File: config.mk
export PLATFORM = sky130hd
export DESIGN_NAME = sample_formatter
export DESIGN_NICKNAME = d
export VERILOG_FILES = /design/src/rtl/sf_pkg.sv /design/src/rtl/sf_source.sv /design/src/rtl/sf_sign_ext.sv /design/src/rtl/sf_avg_lane.sv /design/src/rtl/sample_formatter.sv
export SDC_FILE = /design/constraint.sdc
export NUM_CORES = 1
export LEC_CHECK = 0
export BUFFER_PORTS_ARGS = -buffer_cell sky130_fd_sc_hd__buf_2
export CELL_PAD_IN_SITES_DETAIL_PLACEMENT = 0
export CELL_PAD_IN_SITES_GLOBAL_PLACEMENT = 1
export CORE_MARGIN = 5
export CORE_UTILIZATION = 45
export CTS_CLUSTER_DIAMETER = 100
export DETAILED_ROUTE_END_ITERATION = 12
export PLACE_DENSITY = 0.8
export SETUP_SLACK_MARGIN = 0.15
export SLEW_MARGIN = 30
export SYNTH_ARGS = -nofsm -noshare
export SYNTH_HDL_FRONTEND = slang
export SYNTH_SLANG_ARGS = --single-unit
File: constraint.sdc
create_clock -name clk -period 10.42 [get_ports clk]
set_clock_uncertainty 0.15 [all_clocks]
set_input_delay 0 -clock clk [delete_from_list [all_inputs] [get_ports clk]]
set_output_delay 0 -clock clk [all_outputs]
set_load 0.05 [all_outputs]
File: src/rtl/sf_pkg.sv
package sf_pkg;
  localparam int unsigned WORD_W = 32;
  localparam int unsigned HALF_W = 16;
  localparam logic [4:0] SEL_OFF  = 5'd0;
  localparam logic [4:0] SEL_TEST = 5'd1;
  localparam logic [4:0] SEL_BASE = 5'd2;
endpackage

File: src/rtl/sf_source.sv
module sf_source
  import sf_pkg::*;
#(
  parameter int N_CH = 4,
  parameter int W    = 32
) (
  input  logic            clk,
  input  logic            rst,
  input  logic [N_CH*W-1:0] ch_data_i,
  input  logic [N_CH-1:0] ch_valid_i,
  input  logic [4:0]      sel_i,
  output logic            src_valid_o,
  output logic [W-1:0]    src_word_o
);

  logic [W-1:0] tcnt_q;
  logic [W-1:0] lane_w [N_CH];
  logic         test_step;

  for (genvar g = 0; g < N_CH; g++) begin : g_lane
    assign lane_w[g] = ch_data_i[g*W +: W];
  end

  always_comb begin
    src_valid_o = 1'b0;
    src_word_o  = '0;
    if (sel_i == SEL_TEST) begin
      src_valid_o = ch_valid_i[0];
      src_word_o  = tcnt_q;
    end else begin
      for (int k = 0; k < N_CH; k++) begin
        if (sel_i == 5'(k) + SEL_BASE) begin
          src_valid_o = ch_valid_i[k];
          src_word_o  = lane_w[k];
        end
      end
    end
  end

  assign test_step = (sel_i == SEL_TEST) && ch_valid_i[0];

  always_ff @(posedge clk) begin
    if (rst) tcnt_q <= '0;
    else if (test_step) tcnt_q <= tcnt_q + 1'b1;
  end


  tcnt_hold_chk: assert property (@(posedge clk) disable iff (rst)
    !test_step |=> $stable(tcnt_q))
    else $error("test counter moved without a qualified test cycle");


  tcnt_step_chk: assert property (@(posedge clk) disable iff (rst)
    (src_valid_o && sel_i == SEL_TEST) |=> (tcnt_q == $past(src_word_o) + 1'b1))
    else $error("test counter did not step by one");

endmodule

File: src/rtl/sf_sign_ext.sv
module sf_sign_ext
  import sf_pkg::*;
(
  input  logic [WORD_W-1:0] word_i,
  input  logic [4:0]        pos_i,
  input  logic              half_i,
  input  logic              en_i,
  output logic [WORD_W-1:0] word_o
);

  logic [3:0] hpos;
  assign hpos = pos_i[3:0];

  always_comb begin
    word_o = word_i;
    if (en_i) begin
      if (half_i) begin
        for (int i = 0; i < HALF_W; i++) begin
          if (i > int'(hpos)) begin
            word_o[i]          = word_i[hpos];
            word_o[HALF_W + i] = word_i[HALF_W + int'(hpos)];
          end
        end
      end else begin
        for (int i = 0; i < WORD_W; i++) begin
          if (i > int'(pos_i)) word_o[i] = word_i[pos_i];
        end
      end
    end
  end

endmodule

File: src/rtl/sf_avg_lane.sv
module sf_avg_lane #(
  parameter int W     = 16,
  parameter int DIV_W = 16,
  parameter int SH_W  = 5
) (
  input  logic            clk,
  input  logic            rst,
  input  logic            add_i,
  input  logic            first_i,
  input  logic            signed_i,
  input  logic [W-1:0]    sample_i,
  input  logic [SH_W-1:0] shift_i,
  output logic [W-1:0]    avg_o
);

  localparam int AW = W + DIV_W + 1;

  logic [AW-1:0]        acc_q;
  logic [AW-1:0]        ext;
  logic [AW-1:0]        total;
  logic signed [AW-1:0] total_s;
  logic signed [AW-1:0] sra;
  logic [AW-1:0]        srl;

  always_comb begin
    ext     = signed_i ? {{(AW-W){sample_i[W-1]}}, sample_i} : {{(AW-W){1'b0}}, sample_i};
    total   = (first_i ? '0 : acc_q) + ext;
    total_s = total;
    sra     = total_s >>> shift_i;
    srl     = total >> shift_i;
    avg_o   = signed_i ? sra[W-1:0] : srl[W-1:0];
  end

  always_ff @(posedge clk) begin
    if (rst) acc_q <= '0;
    else if (add_i) acc_q <= total;
  end

endmodule

File: src/rtl/sample_formatter.sv
module sample_formatter
  import sf_pkg::*;
#(
  parameter int N_CH  = 4,
  parameter int DIV_W = 16
) (
  input  logic                   clk,
  input  logic                   rst,
  input  logic [N_CH*WORD_W-1:0] ch_data_i,
  input  logic [N_CH-1:0]        ch_valid_i,
  input  logic [4:0]             sel_i,
  input  logic [DIV_W-1:0]       div_i,
  input  logic [4:0]             sign_pos_i,
  input  logic                   half_mode_i,
  input  logic                   sign_en_i,
  input  logic                   avg_en_i,
  output logic [WORD_W-1:0]      data_o,
  output logic                   valid_o
);

  localparam int SH_W = $clog2(DIV_W + 1);

  logic              src_valid;
  logic [WORD_W-1:0] src_word;
  logic [WORD_W-1:0] fmt_word;
  logic [DIV_W-1:0]  grp_q;
  logic              grp_last;
  logic              grp_first;
  logic [DIV_W:0]    grp_n;
  logic              grp_pow2;
  logic [SH_W-1:0]   grp_sh;
  logic              use_avg;
  logic [WORD_W-1:0] avg_full;
  logic [HALF_W-1:0] avg_half [2];
  logic [WORD_W-1:0] avg_word;
  logic [WORD_W-1:0] keep_mask;

  sf_source #(.N_CH(N_CH), .W(WORD_W)) src_i (
    .clk        (clk),
    .rst        (rst),
    .ch_data_i  (ch_data_i),
    .ch_valid_i (ch_valid_i),
    .sel_i      (sel_i),
    .src_valid_o(src_valid),
    .src_word_o (src_word)
  );

  sf_sign_ext sext_i (
    .word_i(src_word),
    .pos_i (sign_pos_i),
    .half_i(half_mode_i),
    .en_i  (sign_en_i),
    .word_o(fmt_word)
  );

  // group size and its log2 when it is a power of two
  always_comb begin
    grp_n    = {1'b0, div_i} + 1'b1;
    grp_pow2 = (grp_n & (grp_n - 1'b1)) == '0;
    grp_sh   = '0;
    for (int i = 0; i <= DIV_W; i++) begin
      if (grp_n[i]) grp_sh = SH_W'(i);
    end
  end

  assign grp_last  = grp_q >= div_i;
  assign grp_first = grp_q == '0;
  assign use_avg   = avg_en_i && grp_pow2;

  sf_avg_lane #(.W(WORD_W), .DIV_W(DIV_W), .SH_W(SH_W)) avg_full_i (
    .clk     (clk),
    .rst     (rst),
    .add_i   (src_valid),
    .first_i (grp_first),
    .signed_i(sign_en_i),
    .sample_i(fmt_word),
    .shift_i (grp_sh),
    .avg_o   (avg_full)
  );

  for (genvar h = 0; h < 2; h++) begin : g_half
    sf_avg_lane #(.W(HALF_W), .DIV_W(DIV_W), .SH_W(SH_W)) avg_half_i (
      .clk     (clk),
      .rst     (rst),
      .add_i   (src_valid),
      .first_i (grp_first),
      .signed_i(sign_en_i),
      .sample_i(fmt_word[h*HALF_W +: HALF_W]),
      .shift_i (grp_sh),
      .avg_o   (avg_half[h])
    );
  end

  assign avg_word = half_mode_i ? {avg_half[1], avg_half[0]} : avg_full;

  always_ff @(posedge clk) begin
    if (rst) begin
      grp_q   <= '0;
      valid_o <= 1'b0;
      data_o  <= '0;
    end else begin
      valid_o <= src_valid && grp_last;
      if (src_valid) begin
        grp_q <= grp_last ? '0 : grp_q + 1'b1;
        if (grp_last) data_o <= use_avg ? avg_word : fmt_word;
      end
    end
  end

  assign keep_mask = WORD_W'((33'd2 << sign_pos_i) - 33'd1);


  off_quiet_chk: assert property (@(posedge clk) disable iff (rst)
    (sel_i == SEL_OFF) |=> !valid_o)
    else $error("result emitted while source is off");


  pass_all_chk: assert property (@(posedge clk) disable iff (rst)
    (src_valid && div_i == '0) |=> valid_o)
    else $error("undecimated sample not emitted");


  src_cause_chk: assert property (@(posedge clk) disable iff (rst)
    valid_o |-> $past(src_valid))
    else $error("result without a source sample one cycle earlier");


  hold_data_chk: assert property (@(posedge clk) disable iff (rst)
    !valid_o |-> $stable(data_o))
    else $error("data changed without a result");


  low_keep_chk: assert property (@(posedge clk) disable iff (rst)
    (sign_en_i && !half_mode_i) |-> ((fmt_word ^ src_word) & keep_mask) == '0)
    else $error("sign extension disturbed bits at or below the position");

endmodule

Yosys cells after proc, flatten, opt, wreduce, memory -nomap -nowiden
Cells that the tools add are included.
{ "classes": {"add_sub_neg": 8, "order_cmp": 50, "eq_ne": 5, "shift": 6, "muxes": 109, "bitwise": 1, "reduce_logical": 6} }
{ "ops": {"columns": ["operator", "n"], "rows": [
  ["$mux 32", 8],
  ["$mux 33", 4],
  ["$mux 49", 2],
  ["$gt 5x5->1 const A", 16],
  ["$mux 5", 15],
  ["$mux 1", 71],
  ["$add 33x33->33", 2],
  ["$shr 33x5->16", 2],
  ["$sshr 33x5->16", 2],
  ["$add 49x49->49", 1],
  ["$shr 49x5->32", 1],
  ["$sshr 49x5->32", 1],
  ["$mux 16", 3],
  ["$gt 4x5->1 const A", 8],
  ["$add 32x1->32 const B", 1],
  ["$gt 4x4->1 const A", 8],
  ["$lt 32x6->1 const B", 1],
  ["$mux 31", 1],
  ["$mux 15", 2],
  ["$gt 3x5->1 const A", 4],
  ["$add 16x1->17 const B", 1],
  ["$and 17x17->17", 1],
  ["$logic_not 17->1", 1],
  ["$sub 17x1->17 const B", 1],
  ["other kinds (18)", 28]
]} }
{ "word_totals": {"reg_bits": 196, "out_inout_bits": 33} }

Depth between registers and ports, before layout
{ "depth": {"word_depth": 21, "mapped_depth": 35, "ltp_nobuf": 29} }

By module
From an unflattened synthesis, not the netlist that was laid out.
{ "hier_totals": {"cells_unflattened": 3744, "area_unflattened_um2": 28089.4} }
{ "by_module_without_submodules": {"columns": ["mod", "instances", "cells_per_inst", "area_per_inst_um2", "seq_area_each_um2"], "rows": [
  ["sf_avg_lane (avg_full_i)", 1, 1198, 8617.0, 980.9],
  ["sf_avg_lane (g_half[1].avg_half_i)", 1, 763, 5688.0, 660.6],
  ["sf_avg_lane (g_half[0].avg_half_i)", 1, 750, 5552.8, 660.6],
  ["sample_formatter", 1, 458, 3878.7, 980.9],
  ["sf_source", 1, 358, 2916.5, 640.6],
  ["sf_sign_ext", 1, 217, 1436.4, 0.0]
]} }

Worst setup path before layout
Ideal clock, no wire load.
{ "synth_timing": {"path_type": "flip-flop to flip-flop", "start": "register grp_q[0]", "end": "register data_o[24]", "t_arrival_ns": 6.981, "required_time_ns": 10.149, "path_slack_ns": 3.167, "stages_incl_launch_ff": 33, "n_path_buf": 8, "period_less_slack_ns": 7.253, "path_cell_list": "dfxtp_1 inv_1 ha_1 nor4b_1 nand4_1 clkbuf_1 clkbuf_1 clkbuf_1 clkbuf_1 buf_1 clkbuf_1 clkbuf_1 and2_1 ha_1 fa_1 a211oi_1 o211ai_1 a31oi_1 o21ai_0 a221oi_1 o21ai_0 nand2_1 or4_1 o31ai_1 o211a_1 or2_1 buf_2 or4b_1 and3_4 xor2_1 a211o_1 a41oi_2 o21ai_1"} }
{ "synth_via": {"elab_chain_cells": 7, "elab_cells_between_ends": 15, "cone_classes": "add/sub (2); order compare (1); shift (4); mux (6); reduce/logical (2)"} }
{ "synth_rtl": {"columns": ["element", "line_no", "source"], "rows": [
  ["from (decl)", "sample_formatter.sv:26", "logic [DIV_W-1:0] grp_q;"],
  ["from (signal assigned)", "sample_formatter.sv:104", "grp_q <= grp_last ? '0 : grp_q + 1'b1;"],
  ["$logic_not 16->1", "sample_formatter.sv:67", "assign grp_first = grp_q == '0;"],
  ["$mux 49 / $mux 33 (equally long branches)", "sf_avg_lane.sv:27", "total = (first_i ? '0 : acc_q) + ext;"],
  ["$add 49x49->49 / $add 33x33->33 (equally long branches)", "sf_avg_lane.sv:27", null],
  ["$shr 49x5->32, or another cell as far along", "sf_avg_lane.sv:30", "srl = total >> shift_i;"],
  ["$mux 32 / $mux 16 (equally long branches)", "sf_avg_lane.sv:31", "avg_o = signed_i ? sra[W-1:0] : srl[W-1:0];"],
  ["$mux 32", "sample_formatter.sv:94", "assign avg_word = half_mode_i ? {avg_half[1], avg_half[0]} : avg_full;"],
  ["$mux 32", "sample_formatter.sv:105", "if (grp_last) data_o <= use_avg ? avg_word : fmt_word;"],
  ["to (signal assigned)", "sample_formatter.sv:105", null],
  ["to (decl)", "sample_formatter.sv:17", "output logic [WORD_W-1:0] data_o,"]
]} }
Parallel ways exist; a longest one is shown, timed or not.
A chain may end at the register's enable or synchronous reset.

Worst setup path after layout
{ "layout_timing": {"start": "input port sel_i[1]", "end": "register data_o[25]"} }
{ "layout_via": {"elab_chain_cells": 17, "elab_cells_between_ends": 99, "cone_classes": "add/sub (2); eq/ne (5); shift (4); mux (87); reduce/logical (1)"} }
{ "layout_rtl": {"columns": ["element", "line_no", "source"], "rows": [
  ["from (decl)", "sample_formatter.sv:11", "input logic [4:0] sel_i,"],
  ["$eq 5x2->1", "sf_source.sv:32", "if (sel_i == 5'(k) + SEL_BASE) begin"],
  ["$mux 32 (4 in series)", "sf_source.sv:32", null],
  ["$mux 32", "sf_source.sv:27", "if (sel_i == SEL_TEST) begin"],
  ["$bmux 1 s5, or another cell as far along", "sf_sign_ext.sv:26", "if (i > int'(pos_i)) word_o[i] = word_i[pos_i];"],
  ["$mux 1 (on tied branches)", "sf_sign_ext.sv:26, sf_sign_ext.sv:20, sf_sign_ext.sv:21", null],
  ["$mux 1 (on tied branches)", "sf_sign_ext.sv:26, sf_sign_ext.sv:19", null],
  ["$mux 15 / $mux 1 (equally long branches)", "sf_sign_ext.sv:17", "if (half_i) begin"],
  ["$mux 31", "sf_sign_ext.sv:16", "if (en_i) begin"],
  ["$mux 49 / $mux 33 (equally long branches)", "sf_avg_lane.sv:26", "ext = signed_i ? {{(AW-W){sample_i[W-1]}}, sample_i} : {{(AW-W){1'b0}}, sample_i};"],
  ["$add 49x49->49 / $add 33x33->33 (equally long branches)", "sf_avg_lane.sv:27", null],
  ["$shr 49x5->32, or another cell as far along", "sf_avg_lane.sv:30", null],
  ["$mux 32 / $mux 16 (equally long branches)", "sf_avg_lane.sv:31", null],
  ["$mux 32", "sample_formatter.sv:94", null],
  ["$mux 32", "sample_formatter.sv:105", null]
]} }
Parallel ways exist; a longest one is shown, timed or not. The select of a mux whose other input is x is not followed.

==> results.cfg <==
[outcome]
outcome = finished, final reports clean

[sta]
slew_violations = 0
tightest_slew_ns = 1.03
finalCritPeriodShare = 0.866
min_period_ns = 9.03
fmax_mhz = 111
rsz0062_at_grt = false
setup_violations = 0
fin_tns_setup_ns = 0
fin_hold_ws_ns = 0.0266
relSlewSlack = 0.294
finalHoldViolCount = 0

[clocking]
worstSkewPairLatency_ns = 0.51
cts_sinks = 194
cts_tree = done
clkTransAtPathRegs_ns = 0.08
cts_root_buf = clkbuf_16
cts_buffer_depth = 2
cts-buffers-inserted = 17
cts_max_level = 4
post-cts-setup-buffers = 0

[layout]
synthToLayoutAreaGrowth_pct = 8.27
fillers = 5329
final_common_cell = nand2_1
drive_above_1_share = 0.103
nets = 3716
final_cell_mix = nand2_1, nor2_1, a21oi_1
final_cells = 4129

[floorplan]
core_um2 = 51300
ios = 196
die_height_um = 237
start_util = 0.453
die_area_um2 = 56300
row_count = 83
floorplan.die.width_um = 237

[synth]
seq_area_frac_synth = 0.167
avgSynthCellArea_um2 = 6.81
yosys.area.top_type_share = 0.167
ys.flop_type = dfxtp_1
synth-edff-count = 0
synthArstFlopShare = 0
synth_area_um2 = 23300
synth_warnings = 0
syn-num-nets = 3700
netlist_instances = 3414
ys_ff_latch = 194
synth_area_leader_cell = dfxtp_1
synth.distinct_cells = 100
synth.top_cells.by_area = dfxtp_1, nand2_1, a21oi_1

[power]
p_leak_nw = 10.3
ir_drop_v = 0.000131
cellPowerDensity_nw_per_um2 = 87.6

[global_route]
grt_overflow_total = 0
grt_pass1_wl_um = 148000
grt_max_degree = 77
antenna_found_initial = 9
grt_pass1_vias = 25000
gr-usage-all-layers = 0.328

[min_path]
hold_depth = 4
holdPathEnd = data_o[24]
hold_class = input port to flop
hp-start = div_i[15]

[drt]
antenna_left = 0
viasPerCell = 6.46
firstDrtPassIters = 7
drt-total-wl_um = 97000
num_vias = 26700
drtIter0Drc = 2894
drc = 0
wl_per_cell_um = 23.5

[critical_path]
cp_max_fo = 34
ff2ff_path_depth = 27
r2r-start = src_i.tcnt_q[3]
crit_path_end_kind = flop
r2r_slack_ns = 1.89
crit_path_start_kind = input port
cp.required_ns = 10.66
cp.arrival_ns = 9.26
criticalPathCategory = input port to flop
rr_endpoint = data_o[25]
max_stage_delay_ns = 0.70
worst_path_max_delay_cell = and2_1

[placement]
gp_congestion = 0.988
port_buffers = 195
hpwlAfterDp_um = 73000
placed_cells = 4089

[flow_run]
max_cap_violations = 0
## flip-flops by register name, summed over array words and instances (netlist names)
register / flops
valid_o: 1
data_o: 32
src_i.tcnt_q: 32
g_half.avg_half_i.acc_q: 64
grp_q: 16
avg_full_i.acc_q: 49
## kinds of logic (layout without fill, tap and decap cells)
logic type	after synthesis	count (layout)	share of synthesized area
compound gates	1085	1085	0.306
simple gates	1401	1401	0.286
buf+inv	318	347	0.0540
xor+xnor	153	153	0.0588
fa+ha+maj	124	124	0.0676
other cells	0	6	0
flops	194	194	0.167
mux	139	139	0.0605
## routing by layer
metal  part of all wire  GRT usage  vias to the layer above
li1                   -          -                    12500
met5            0.00028          0                        -
met1               0.43      0.439                    12700
met4              0.044      0.141                        4
met2               0.45      0.524                     1230
met3              0.076     0.0529                      226
## worst max-delay path: cells and delay by family
family / cells / cell delay (ns)
AO/OA/AOI/OAI: 16 / 5.43
adder cells (fa/ha/maj): 1 / 0.48
AND/OR/NAND/NOR: 10 / 2.67
buffers and inverters: 2 / 0.63
## worst max path at each step
stage               startpoint    endpoint  slack [ns]  cells past startpoint
finish                sel_i[1]  data_o[25]        1.39                     29
global route          sel_i[1]  data_o[25]        0.73                     29
CTS                   sel_i[1]  data_o[24]        1.63                     29
detailed placement    sel_i[1]  data_o[24]        1.13                     29
global placement      sel_i[1]  data_o[21]        1.30                     30
floorplan             grp_q[0]  data_o[24]        3.17                     32
## cell type report
type,instances,area [um^2],area share
diodes,6,15.0,0.000596
clock buffers,19,443,0.0176
clock inverters,13,115,0.00457
inverters,69,259,0.0103
multi-input cells,2902,18200,0.724
flip-flops and latches,194,3880,0.154
well taps,680,851,0.0338
repair buffers,246,1370,0.0544
## timing repair
| action | in CTS | in global routing |
|---|---|---|
| endpoints found under the setup margin | 0 | 0 |
| hold endpoints to repair | 42 | 0 |
| resized for setup | 0 | 0 |
| hold buffers | 2 | 0 |
## metrics by stage
step	area (um^2)	utilization	setup WS, ns	power [mW]
floorplan	23300	-	3.17	1.27
global placement	24600	0.479	1.30	1.50
detailed placement	24600	0.479	1.13	1.51
CTS	25100	0.490	1.63	2.19
global route	25200	0.491	0.729	2.30
finish	25200	0.491	1.39	2.20
## cells in the mapped netlist (31+ instances only)
cell type / n
a211oi_1: 89
xor2_1: 50
o211ai_1: 50
nand2b_1: 33
xnor2_1: 101
dfxtp_1: 194
inv_1: 68
and2_1: 106
nand3_1: 95
mux2i_1: 126
ha_1: 120
a21o_1: 67
nor2_1: 353
nand2_1: 464
a31oi_1: 37
clkbuf_1: 201
nor3_1: 107
a21oi_1: 324
o21ai_0: 210
nand4_1: 31
and3_1: 65
## power by group
group | total (mW) | switching [mW] | internal [mW]
combinational | 0.757 | 0.511 | 0.245
clock | 0.686 | 0.364 | 0.321
sequential | 0.762 | 0.0104 | 0.752
total | 2.20 | 0.886 | 1.32
Power figures use the tool's default switching activity.
